## src/rtl/scl_timing_pkg.sv

```systemverilog
package scl_timing_pkg;

  localparam int STEP_W = 6;
  localparam int TICK_W = 9;

  typedef enum logic [2:0] {
    ST_IDLE    = 3'd0,
    ST_SETUP   = 3'd1,
    ST_LOW     = 3'd2,
    ST_WAIT_HI = 3'd3,
    ST_HIGH    = 3'd4
  } scl_state_e;

  // ticks in one half period: 10 + 4*step
  function automatic logic [TICK_W-1:0] half_period_ticks(input logic [STEP_W-1:0] step);
    return TICK_W'(10) + {1'b0, step, 2'b00};
  endfunction

  // tick index (1-based) of the mid-phase strobe: 5 + 2*step
  function automatic logic [TICK_W-1:0] mid_phase_ticks(input logic [STEP_W-1:0] step);
    return TICK_W'(5) + {2'b00, step, 1'b0};
  endfunction

endpackage

```

## src/rtl/scl_tick_div.sv

```systemverilog
module scl_tick_div #(
  parameter int CDF_W = 3
) (
  input  logic             clk,
  input  logic             rst_n,
  input  logic             en,
  input  logic [CDF_W-1:0] prescale,
  output logic             tick
);

  logic [CDF_W-1:0] pre_cnt;

  assign tick = en && (pre_cnt == prescale);

  always_ff @(posedge clk or negedge rst_n) begin
    if (!rst_n)       pre_cnt <= '0;
    else if (!en)     pre_cnt <= '0;
    else if (tick)    pre_cnt <= '0;
    else              pre_cnt <= pre_cnt + 1'b1;
  end


  tick_spacing_chk: assert property (@(posedge clk) disable iff (!rst_n)
    (tick && (prescale != '0) && $stable(prescale)) |=> !tick);

endmodule

```

## src/rtl/scl_setup_timer.sv

```systemverilog
module scl_setup_timer #(
  parameter int SETUP_W = 4
) (
  input  logic               clk,
  input  logic               rst_n,
  input  logic               load,
  input  logic [SETUP_W-1:0] code,
  output logic               active,
  output logic               done
);

  localparam int CNT_W = SETUP_W + 1;

  logic [CNT_W-1:0] remain;

  assign done = active && (remain == '0);

  always_ff @(posedge clk or negedge rst_n) begin
    if (!rst_n) begin
      active <= 1'b0;
      remain <= '0;
    end else if (load) begin
      active <= 1'b1;
      remain <= {1'b0, code} + CNT_W'(1);
    end else if (active) begin
      if (remain == '0) active <= 1'b0;
      else              remain <= remain - 1'b1;
    end
  end


  setup_ends_chk: assert property (@(posedge clk) disable iff (!rst_n)
    (done && !load) |=> !active);

endmodule

```

## src/rtl/scl_phase_fsm.sv

```systemverilog
module scl_phase_fsm
  import scl_timing_pkg::*;
(
  input  logic              clk,
  input  logic              rst_n,
  input  logic              run,
  input  logic              scl_in,
  input  logic              tick,
  input  logic              setup_done,
  input  logic [STEP_W-1:0] step,
  output logic              start,
  output logic              tick_en,
  output logic              scl_drive_low,
  output logic              sda_change_stb,
  output logic              sda_sample_stb,
  output logic              busy
);

  scl_state_e        state, state_nxt;
  logic [TICK_W-1:0] ph_cnt;
  logic [TICK_W-1:0] end_idx, mid_idx;
  logic              in_low, in_high;
  logic              low_end, high_end;
  logic              mid_low, mid_high;
  logic              enter_high;

  assign end_idx  = half_period_ticks(step) - TICK_W'(1);
  assign mid_idx  = mid_phase_ticks(step) - TICK_W'(1);
  assign in_low   = (state == ST_LOW);
  assign in_high  = (state == ST_HIGH);
  assign low_end  = in_low  && tick && (ph_cnt == end_idx);
  assign high_end = in_high && tick && (ph_cnt == end_idx);
  assign mid_low  = in_low  && tick && (ph_cnt == mid_idx);
  assign mid_high = in_high && tick && (ph_cnt == mid_idx);
  assign enter_high = (state == ST_WAIT_HI) && run && scl_in;

  assign start          = (state == ST_IDLE) && run;
  assign tick_en        = in_low || in_high;
  assign scl_drive_low  = in_low;
  assign sda_change_stb = mid_low;
  assign sda_sample_stb = mid_high;
  assign busy           = (state != ST_IDLE);

  always_comb begin
    state_nxt = state;
    unique case (state)
      ST_IDLE:    if (run) state_nxt = ST_SETUP;
      ST_SETUP:   if (setup_done) state_nxt = ST_LOW;
      ST_LOW:     if (low_end) state_nxt = ST_WAIT_HI;
      ST_WAIT_HI: begin
        if (!run)         state_nxt = ST_IDLE;
        else if (scl_in)  state_nxt = ST_HIGH;
      end
      ST_HIGH:    if (high_end) state_nxt = ST_LOW;
      default:    state_nxt = ST_IDLE;
    endcase
  end

  always_ff @(posedge clk or negedge rst_n) begin
    if (!rst_n) state <= ST_IDLE;
    else        state <= state_nxt;
  end

  always_ff @(posedge clk or negedge rst_n) begin
    if (!rst_n)                  ph_cnt <= '0;
    else if (!tick_en)           ph_cnt <= '0;
    else if (low_end || high_end) ph_cnt <= '0;
    else if (tick)               ph_cnt <= ph_cnt + 1'b1;
  end


  change_in_low_chk: assert property (@(posedge clk) disable iff (!rst_n)
    sda_change_stb |-> scl_drive_low);


  strobes_exclusive_chk: assert property (@(posedge clk) disable iff (!rst_n)
    !(sda_change_stb && sda_sample_stb));


  high_needs_line_chk: assert property (@(posedge clk) disable iff (!rst_n)
    (in_high && $past(state) == ST_WAIT_HI) |-> $past(scl_in));


  low_entry_chk: assert property (@(posedge clk) disable iff (!rst_n)
    $rose(scl_drive_low) |-> ($past(state) == ST_SETUP || $past(state) == ST_HIGH));


  stop_from_wait_chk: assert property (@(posedge clk) disable iff (!rst_n)
    $fell(busy) |-> ($past(state) == ST_WAIT_HI && !$past(run) && !scl_drive_low));


  change_single_chk: assert property (@(posedge clk) disable iff (!rst_n)
    sda_change_stb |=> !sda_change_stb);


  sample_single_chk: assert property (@(posedge clk) disable iff (!rst_n)
    sda_sample_stb |=> !sda_sample_stb);

endmodule

```

## src/rtl/scl_timing_gen.sv

```systemverilog
module scl_timing_gen
  import scl_timing_pkg::*;
#(
  parameter int CDF_W   = 3,
  parameter int SETUP_W = 4
) (
  input  logic                    clk,
  input  logic                    rst_n,
  input  logic                    run,
  input  logic [CDF_W+STEP_W-1:0] div_cfg,
  input  logic [SETUP_W-1:0]      setup_cfg,
  input  logic                    scl_in,
  output logic                    scl_drive_low,
  output logic                    sda_change_stb,
  output logic                    sda_sample_stb,
  output logic                    int_tick,
  output logic                    setup_active,
  output logic                    busy
);

  localparam int CFG_W = CDF_W + STEP_W;

  logic [CDF_W-1:0]  prescale_q;
  logic [STEP_W-1:0] step_q;
  logic              start, tick_en, setup_done;

  // capture the divider word at start; held for the whole run
  always_ff @(posedge clk or negedge rst_n) begin
    if (!rst_n) begin
      prescale_q <= '0;
      step_q     <= '0;
    end else if (start) begin
      prescale_q <= div_cfg[CDF_W-1:0];
      step_q     <= div_cfg[CFG_W-1:CDF_W];
    end
  end

  scl_tick_div #(.CDF_W(CDF_W)) u_div (
    .clk      (clk),
    .rst_n    (rst_n),
    .en       (tick_en),
    .prescale (prescale_q),
    .tick     (int_tick)
  );

  scl_setup_timer #(.SETUP_W(SETUP_W)) u_setup (
    .clk    (clk),
    .rst_n  (rst_n),
    .load   (start),
    .code   (setup_cfg),
    .active (setup_active),
    .done   (setup_done)
  );

  scl_phase_fsm u_fsm (
    .clk            (clk),
    .rst_n          (rst_n),
    .run            (run),
    .scl_in         (scl_in),
    .tick           (int_tick),
    .setup_done     (setup_done),
    .step           (step_q),
    .start          (start),
    .tick_en        (tick_en),
    .scl_drive_low  (scl_drive_low),
    .sda_change_stb (sda_change_stb),
    .sda_sample_stb (sda_sample_stb),
    .busy           (busy)
  );


  setup_released_chk: assert property (@(posedge clk) disable iff (!rst_n)
    setup_active |-> (!scl_drive_low && !int_tick));


  cfg_held_chk: assert property (@(posedge clk) disable iff (!rst_n)
    (busy && $past(busy)) |-> ($stable(prescale_q) && $stable(step_q)));

endmodule

```

## config.mk

```make
export PLATFORM = sky130hd
export DESIGN_NAME = scl_timing_gen
export DESIGN_NICKNAME = d
export VERILOG_FILES = /design/src/rtl/scl_timing_pkg.sv /design/src/rtl/scl_tick_div.sv /design/src/rtl/scl_setup_timer.sv /design/src/rtl/scl_phase_fsm.sv /design/src/rtl/scl_timing_gen.sv
export SDC_FILE = /design/constraint.sdc
export NUM_CORES = 1
export LEC_CHECK = 0
export CAP_MARGIN = 15
export CORE_MARGIN = 3
export CORE_UTILIZATION = 40
export DETAILED_ROUTE_END_ITERATION = 8
export DONT_BUFFER_PORTS = 1
export PLACE_DENSITY = 0.54
export SLEW_MARGIN = 20
export SYNTH_ARGS = -nofsm -noshare
export SYNTH_HDL_FRONTEND = slang
export SYNTH_HIERARCHICAL = 1
export SYNTH_SLANG_ARGS = --single-unit
```

## constraint.sdc

```tcl
create_clock -name clk -period 4.3 [get_ports clk]
set_clock_uncertainty 0.15 [all_clocks]
set_input_delay 0.43 -clock clk [delete_from_list [all_inputs] [get_ports clk]]
set_output_delay 0.43 -clock clk [all_outputs]
set_load 0.01 [all_outputs]
```

==> results of run 1 <==
## per-layer routing
| layer | part of all wire | vias to the layer above | global-route usage |
|---|---|---|---|
| met1 | 0.46 | 749 | 0.2064 |
| met5 | 0 | - | 0 |
| met2 | 0.48 | 38 | 0.2535 |
| met3 | 0.044 | 9 | 0.03873 |
| met4 | 0.014 | 0 | 0.05435 |
| li1 | - | 761 | - |
## kinds of logic after synthesis
group                      after synthesis
buffers and inverters                   22
DFF                                     30
and+or+nand+nor                         85
AOI/OAI and AO/OA                       39
adders and majority gates                6
xor gates and xnor gates                20
muxes                                    9
## power by group through the flow
stage               clock (mW)  sequential (mW)  combinational (mW)
global placement             0            0.473               0.451
finish                   0.354            0.473               0.472
detailed placement           0            0.479               0.464
floorplan                    0            0.441               0.409
global route             0.379            0.492               0.524
CTS                      0.362            0.475               0.477
## synthesized netlist by cell type (all sizes together), types with 3 or more instances
cell / count / share of area
dfrtp: 30 / 0.37
nand2: 19 / 0.036
xnor2: 15 / 0.065
nand3: 12 / 0.030
nor2: 11 / 0.021
inv: 10 / 0.019
a21oi: 9 / 0.022
mux2: 9 / 0.067
buf: 7 / 0.024
nor3: 7 / 0.023
o21ai: 7 / 0.019
ha: 6 / 0.037
or3: 5 / 0.016
and3: 4 / 0.015
clkbuf: 4 / 0.0081
nand4: 4 / 0.012
xor2: 4 / 0.017
a31oi: 3 / 0.0094
and2: 3 / 0.0094
and4: 3 / 0.014
nor2b: 3 / 0.0094
o221ai: 3 / 0.013
o31a: 3 / 0.013
o31ai: 3 / 0.011
## flip-flops by register name, indices dropped and copies added (netlist names)
name,count
u_setup/active,1
u_div/pre_cnt,3
u_setup/remain,5
u_fsm/state,3
u_fsm/ph_cnt,9
step_q,6
prescale_q,3
## metrics by stage
| step | std cells | power, mW | hold slack [ns] | utilization | setup slack (ns) |
|---|---|---|---|---|---|
| 4_1_cts | 279 | 1.314 | 0.1304 | 0.4633 | 0.5118 |
| 6_report | 279 | 1.299 | 0.1391 | 0.4633 | 0.5158 |
| 5_1_grt | 279 | 1.395 | 0.1208 | 0.4633 | 0.2307 |
| 3_5_place_dp | 269 | 0.9439 | -0.01451 | 0.4272 | 0.8284 |
| 2_1_floorplan | 211 | 0.8500 | -0.01559 | - | 1.051 |
| 3_3_place_gp | 269 | 0.9236 | -0.01464 | 0.4272 | 0.9682 |
## layout make-up
class / instances / area share
repair buffers: 4 / 0.02032
inverters: 11 / 0.01862
flip-flops and latches: 30 / 0.3386
clock inverters: 2 / 0.02709
clock buffers: 6 / 0.03725
multi-input cells: 159 / 0.5203
well taps: 67 / 0.03781
## worst min path at each step
stage | startpoint | slack [ns] | endpoint | depth (start not counted)
final | div_cfg[8] | 0.14 | step_q[5] | 1
after global routing | div_cfg[5] | 0.12 | step_q[2] | 1
after detailed placement | rst_n | -0.01 | u_setup/active | 0
after global placement | rst_n | -0.01 | u_setup/active | 0
after CTS | div_cfg[8] | 0.13 | step_q[5] | 1
after floorplan | rst_n | -0.02 | prescale_q[0] | 0
## what timing repair did
action                                 4_1_cts  5_1_grt
buffers inserted                             0        0
hold buffers                                 2        0
endpoints found under the hold margin       30        0
==> run_results.csv, run 1 <==
group,metric,value,unit
run_status,run_status,"finished clean",
power_and_ir_drop,internal-power,0.8635,mW
logic_synthesis,synth_compound_area_frac,0.1334,
critical_path,rr_startpoint,"u_fsm/state[1]",
critical_path,timing.rr.end,"u_fsm/ph_cnt[6]",
critical_path,crit_slowest_cell,"or4_1",
place,placedInstanceArea,0.002044,mm^2
drt,wirelength,4228,um
logic_synthesis,syn_inst,211,
clock_tree,tritoncts.num_buffers,5,
logic_synthesis,synth_async_sr_flop_share,1.000,
critical_path,worstPathBufferInverterCount,4,
sta,max_slew.worst_pin.slew,0.9859,ns
final_layout,layout.cells.most_common_list,"dfrtp_1, nand2_1, xnor2_1, nand3_1",
logic_synthesis,postSynthRegisterBits,30,
critical_path,ff2ff_setup_slack,1.58,ns
final_layout,finalNetCount,234,
logic_synthesis,dominant_combinational_cell_family_by_area_after_synthesis,"simple AND/OR/NAND/NOR gates",
critical_path,critical_path_class,"reg2out",
critical_path,critical_path_cell_count,11,
power_and_ir_drop,share_comb_of_total_power,0.363,
clock_tree,tritoncts_clock_tree,"built",
logic_synthesis,syn_area_per_cell,9.511,um^2
place,gp_weighted_congestion,0.8105,
critical_path,crit_top_cell,"buf_4",
logic_synthesis,ys_dominant_reg_cell,"dfrtp_1",
global_route,antenna_violations_before_repair,0,
global_route,grt.total_usage,0.1577,
power_and_ir_drop,netSwitchingFraction,0.3354,
critical_path,cp_top_family,"simple AND/OR/NAND/NOR gates",
final_layout,seqCellArea,750.7,um^2
clock_tree,cts_htree_levels,2,
sta,setup_total_negative_slack,0,ns
drt,initialDrtViolationCount,102,
clock_tree,clk_path_buf_depth,2,
clock_tree,clk_pin_slew_worst_paths,0.07,ns
floorplanning,floorplan_die_height,76.83,um
floorplanning,initial_utilization,0.4193,
power_and_ir_drop,powerDensity,586.0,mW/mm^2
sta,timing.final.setup_violations,0,
sta,timing.final.max_slew_violations,0,
sta,final.period_utilization,0.8800,
clock_tree,clock_latency,0.28,ns
drt,routed_wire_length_per_instance,15.15,um
critical_path,cell_by_cell_listing_of_the_critical_path,"nand2b_1, a21o_1, inv_1, buf_4, and4_2, clkinv_1, buf_4, nor2_1, nand4b_1, or4_1, nor3_1",
critical_path,worst_path_arrival_time,3.20,ns
critical_path,cp-startpoint,"u_fsm/state[1]",
sta,layout_min_cycle_time,3.784,ns
final_layout,multiInputGateArea,0.001154,mm^2
final_layout,drive_gt1_frac,0.1321,
global_route,wire_length_of_the_first_global_routing_pass,7555,um
floorplanning,chipWidth,76.83,um
critical_path,worstSetupEndpointType,"primary output",
critical_path,endpoint,"sda_change_stb",
sta,max_freq,0.2643,GHz
critical_path,crit_required,3.72,ns
floorplanning,die_area,0.005903,mm^2
logic_synthesis,synthSimpleGateAreaFrac,0.2406,
power_and_ir_drop,clock_share_of_power,0.272,
drt,postRouteAntennaNets,0,
final_layout,fill_cells,462,
sta,finalHoldViolCount,0,
final_layout,antenna_cells_inserted,0,
floorplanning,floorplan.core_area,0.004786,mm^2
clock_tree,clock_sinks,30,
clock_tree,ctsRootBufferMaster,"clkbuf_8",
final_layout,area_growth,10.47,%
sta,unrepaired_setup_endpoints_after_global_routing,"false",
power_and_ir_drop,vdd.ir_drop.worst,0.0003364,V
critical_path,reg2reg_depth,10,
floorplanning,boundaryPins,23,
flow_run,maxCapViolations,0,
logic_synthesis,synthMuxAreaShare,0.06733,
global_route,grt_start_max_net_pins,31,
drt,drt_first_pass_iters,4,
drt,num_vias,1557,
power_and_ir_drop,total_switching_power,0.4358,mW
logic_synthesis,yosys_warn_count,6,
logic_synthesis,yosys.area_share.xor_xnor,0.09476,
logic_synthesis,edff_count_synth,0,
critical_path,crit_path_max_fanout,17,
sta,slew_headroom,0.3420,
final_layout,finish.instance_area,0.002217,mm^2
drt,detail_route.vias_per_cell,5.581,
clock_tree,post_cts_resize_count,0,
place,port-buffer-count,0,
drt,drt_drc_violations_left,0,
floorplanning,floorplan.rows,25,
logic_synthesis,post_synthesis_cell_area,0.002007,mm^2
final_layout,layout.cells.most_common,"dfrtp_1",
logic_synthesis,yosys.area_share.adder,0.03741,
logic_synthesis,synth-seq-area-share,0.3741,
global_route,grt_pass1_vias,1571,
logic_synthesis,post_synth_num_cell_types,51,
power_and_ir_drop,power.sequential.fraction,0.364,
worst_hold_path,worst_hold_path_type,"in2reg",
global_route,grt_remaining_overflow,0,
critical_path,critPathMaxStageDelay,0.56,ns
critical_path,critical_path.startpoint_type,"flop",
place,hpwlAfterDp,3145,um
power_and_ir_drop,total_leakage_power,0.9497,nW
logic_synthesis,syn_nets,234,
Note: power is estimated with default switching activity, not from simulation.
==> run 2: changes to the inputs <==
clock period = 4.7 ns   (was 4.3 ns; I/O delays follow)
==> run 2 against run 1 <==
  * Routed wire length is 1.1% higher
  * Total power is 19% lower
  * Global-route usage hardly changed
  * Die area stayed put
  * Register-to-register slack better by 0.22 ns
  * Critical endpoint is now sda_sample_stb
  * Largest cell class unchanged
  * Highest routed layer unchanged
==> run_results.csv, run 2 (same netlist as run 1, synthesis figures left out) <==
group,metric,value,unit
critical_path,worstPathBufferInverterCount,3,
power_and_ir_drop,total_leakage_power,0.9166,nW
place,place.detailed.instances,268,
final_layout,layout.cells.most_common,"dfrtp_1",
critical_path,worstSetupEndpointType,"primary output",
critical_path,worst_path_arrival_time,3.38,ns
critical_path,critPathMaxStageDelay,0.57,ns
clock_tree,post_cts_buffers,0,
drt,initialDrtViolationCount,125,
clock_tree,ctsRootBufferMaster,"clkbuf_8",
sta,finalHoldViolCount,0,
sta,layout_min_cycle_time,3.999,ns
drt,postRouteAntennaNets,0,
global_route,grt_pass1_vias,1541,
clock_tree,clock_sinks,30,
floorplanning,die_area,0.005903,mm^2
drt,routed_wire_length_per_instance,15.43,um
critical_path,crit_path_max_fanout,17,
final_layout,finalNetCount,233,
final_layout,instances_no_fill,277,
power_and_ir_drop,powerDensity,492.9,mW/mm^2
sta,fin_hold_ws,0.1853,ns
floorplanning,floorplan.rows,25,
sta,max_freq,0.2501,GHz
global_route,wire_length_of_the_first_global_routing_pass,7486,um
global_route,antenna_violations_before_repair,0,
global_route,grt_start_max_net_pins,31,
final_layout,drive_gt1_frac,0.1238,
floorplanning,chipWidth,76.83,um
global_route,grt_remaining_overflow,0,
place,gp_weighted_congestion,0.8192,
flow_run,maxCapViolations,0,
drt,routedLengthMet1,1931,um
critical_path,crit_required,4.08,ns
sta,setup_total_negative_slack,0,ns
final_layout,antenna_cells_inserted,0,
place,port-buffer-count,0,
place,dp_worst_setup_slack,1.008,ns
floorplanning,floorplan.core_area,0.004786,mm^2
drt,drt_first_pass_iters,4,
final_layout,largest_reg_flops,9,
drt,drt_drc_violations_left,0,
critical_path,cell_by_cell_listing_of_the_critical_path,"nand2b_1, a21o_1, inv_1, and4_2, clkinv_1, buf_4, nor2_1, nand4b_1, or4_1, nor3_1",
floorplanning,initial_utilization,0.4193,
drt,dr_wl_met2,2058,um
floorplanning,boundaryPins,23,
floorplanning,floorplan_die_height,76.83,um
sta,max_slew.worst_pin.slew,1.027,ns
clock_tree,clk_pin_slew_worst_paths,0.06,ns
global_route,grt.total_usage,0.1577,
final_layout,utilization,0.4484,
sta,final.period_utilization,0.8509,
sta,timing.final.setup_violations,0,
drt,detail_route.vias_per_cell,5.585,
clock_tree,tritoncts_clock_tree,"built",
critical_path,critical_path.startpoint_type,"flop",
sta,timing.final.max_slew_violations,0,
critical_path,crit_slowest_cell,"or4_1",
final_layout,layout.cells.most_common_list,"dfrtp_1, nand2_1, xnor2_1, nand3_1",
final_layout,area_growth,6.920,%
sta,unrepaired_setup_endpoints_after_global_routing,"false",
place,hpwlAfterDp,3188,um
drt,wirelength,4273,um
worst_hold_path,worst_hold_path_type,"in2reg",
final_layout,largest_registers,"u_fsm/ph_cnt x9, step_q x6, u_setup/remain x5",
drt,num_vias,1547,
clock_tree,cts_htree_levels,2,
run_status,run_status,"finished clean",
sta,slew_headroom,0.3145,
final_layout,registers.top_by_ff_count,"u_fsm/ph_cnt",
drt,highest_layer,"met4",
sta,post-route-worst-setup-slack,0.7010,ns
clock_tree,clock_latency,0.28,ns
critical_path,cp_top_family,"simple AND/OR/NAND/NOR gates",
clock_tree,tritoncts.num_buffers,5,
clock_tree,clk_path_buf_depth,2,
drt,detailroute.wirelength.met3,207,um
critical_path,critical_path_class,"reg2out",
power_and_ir_drop,vdd.ir_drop.worst,0.0002237,V
## run 2: metal layers
metal  up-vias  global-route usage
met5         -                   0
met4         0             0.06159
met3         8             0.04460
met2        46              0.2500
met1       735              0.2028
li1        758                   -
## run 2: final timing paths
path | from | cells after the start | to | slack [ns]
worst max-delay path | u_fsm/state[1] | 10 | sda_sample_stb | 0.70
worst min register to register | u_div/pre_cnt[0] | 1 | u_div/pre_cnt[0] | 0.36
worst max register to register | u_fsm/state[1] | 9 | u_fsm/ph_cnt[6] | 1.80
worst min-delay path | div_cfg[8] | 1 | step_q[5] | 0.19
min in group asynchronous | rst_n | 2 | u_setup/active | 0.49
max in group asynchronous | rst_n | 2 | u_fsm/ph_cnt[8] | 3.75
## run 2: through the flow
stage                     total power [mW]  cell area [um^2]
final                                1.058              2146
after global routing                 1.141              2146
after CTS                            1.069              2146
after detailed placement            0.8643              2037
after global placement              0.8445              2037
after floorplan                     0.7777              2007
## run 2: worst register-to-register path, delay by kind of cell, from the launching register on
family          cells  cell delay [ns]
buf+inv             3             0.65
flops               1             0.43
compound gates      2             0.40
simple gates        4             1.22
## run 2: repair_timing
item / 4_1_cts / 5_1_grt
hold buffers: 2 / 0
resized for setup: 0 / 0
endpoints found under the hold margin: 30 / 0
## run 2: report_power, final
group / internal, mW / switching (mW)
logic: 0.232 / 0.204
registers: 0.331 / 0.100
clock network: 0.0990 / 0.0909
## run 2: cell type report
class,instances,area [um^2]
Fill cell,477,2640
Multi-Input combinational cell,159,1154
Sequential cell,30,750.7
Tap cell,67,83.83
Clock buffer,5,68.82
Inverter,11,41.29
Timing Repair Buffer,3,37.54
Clock inverter,2,10.01
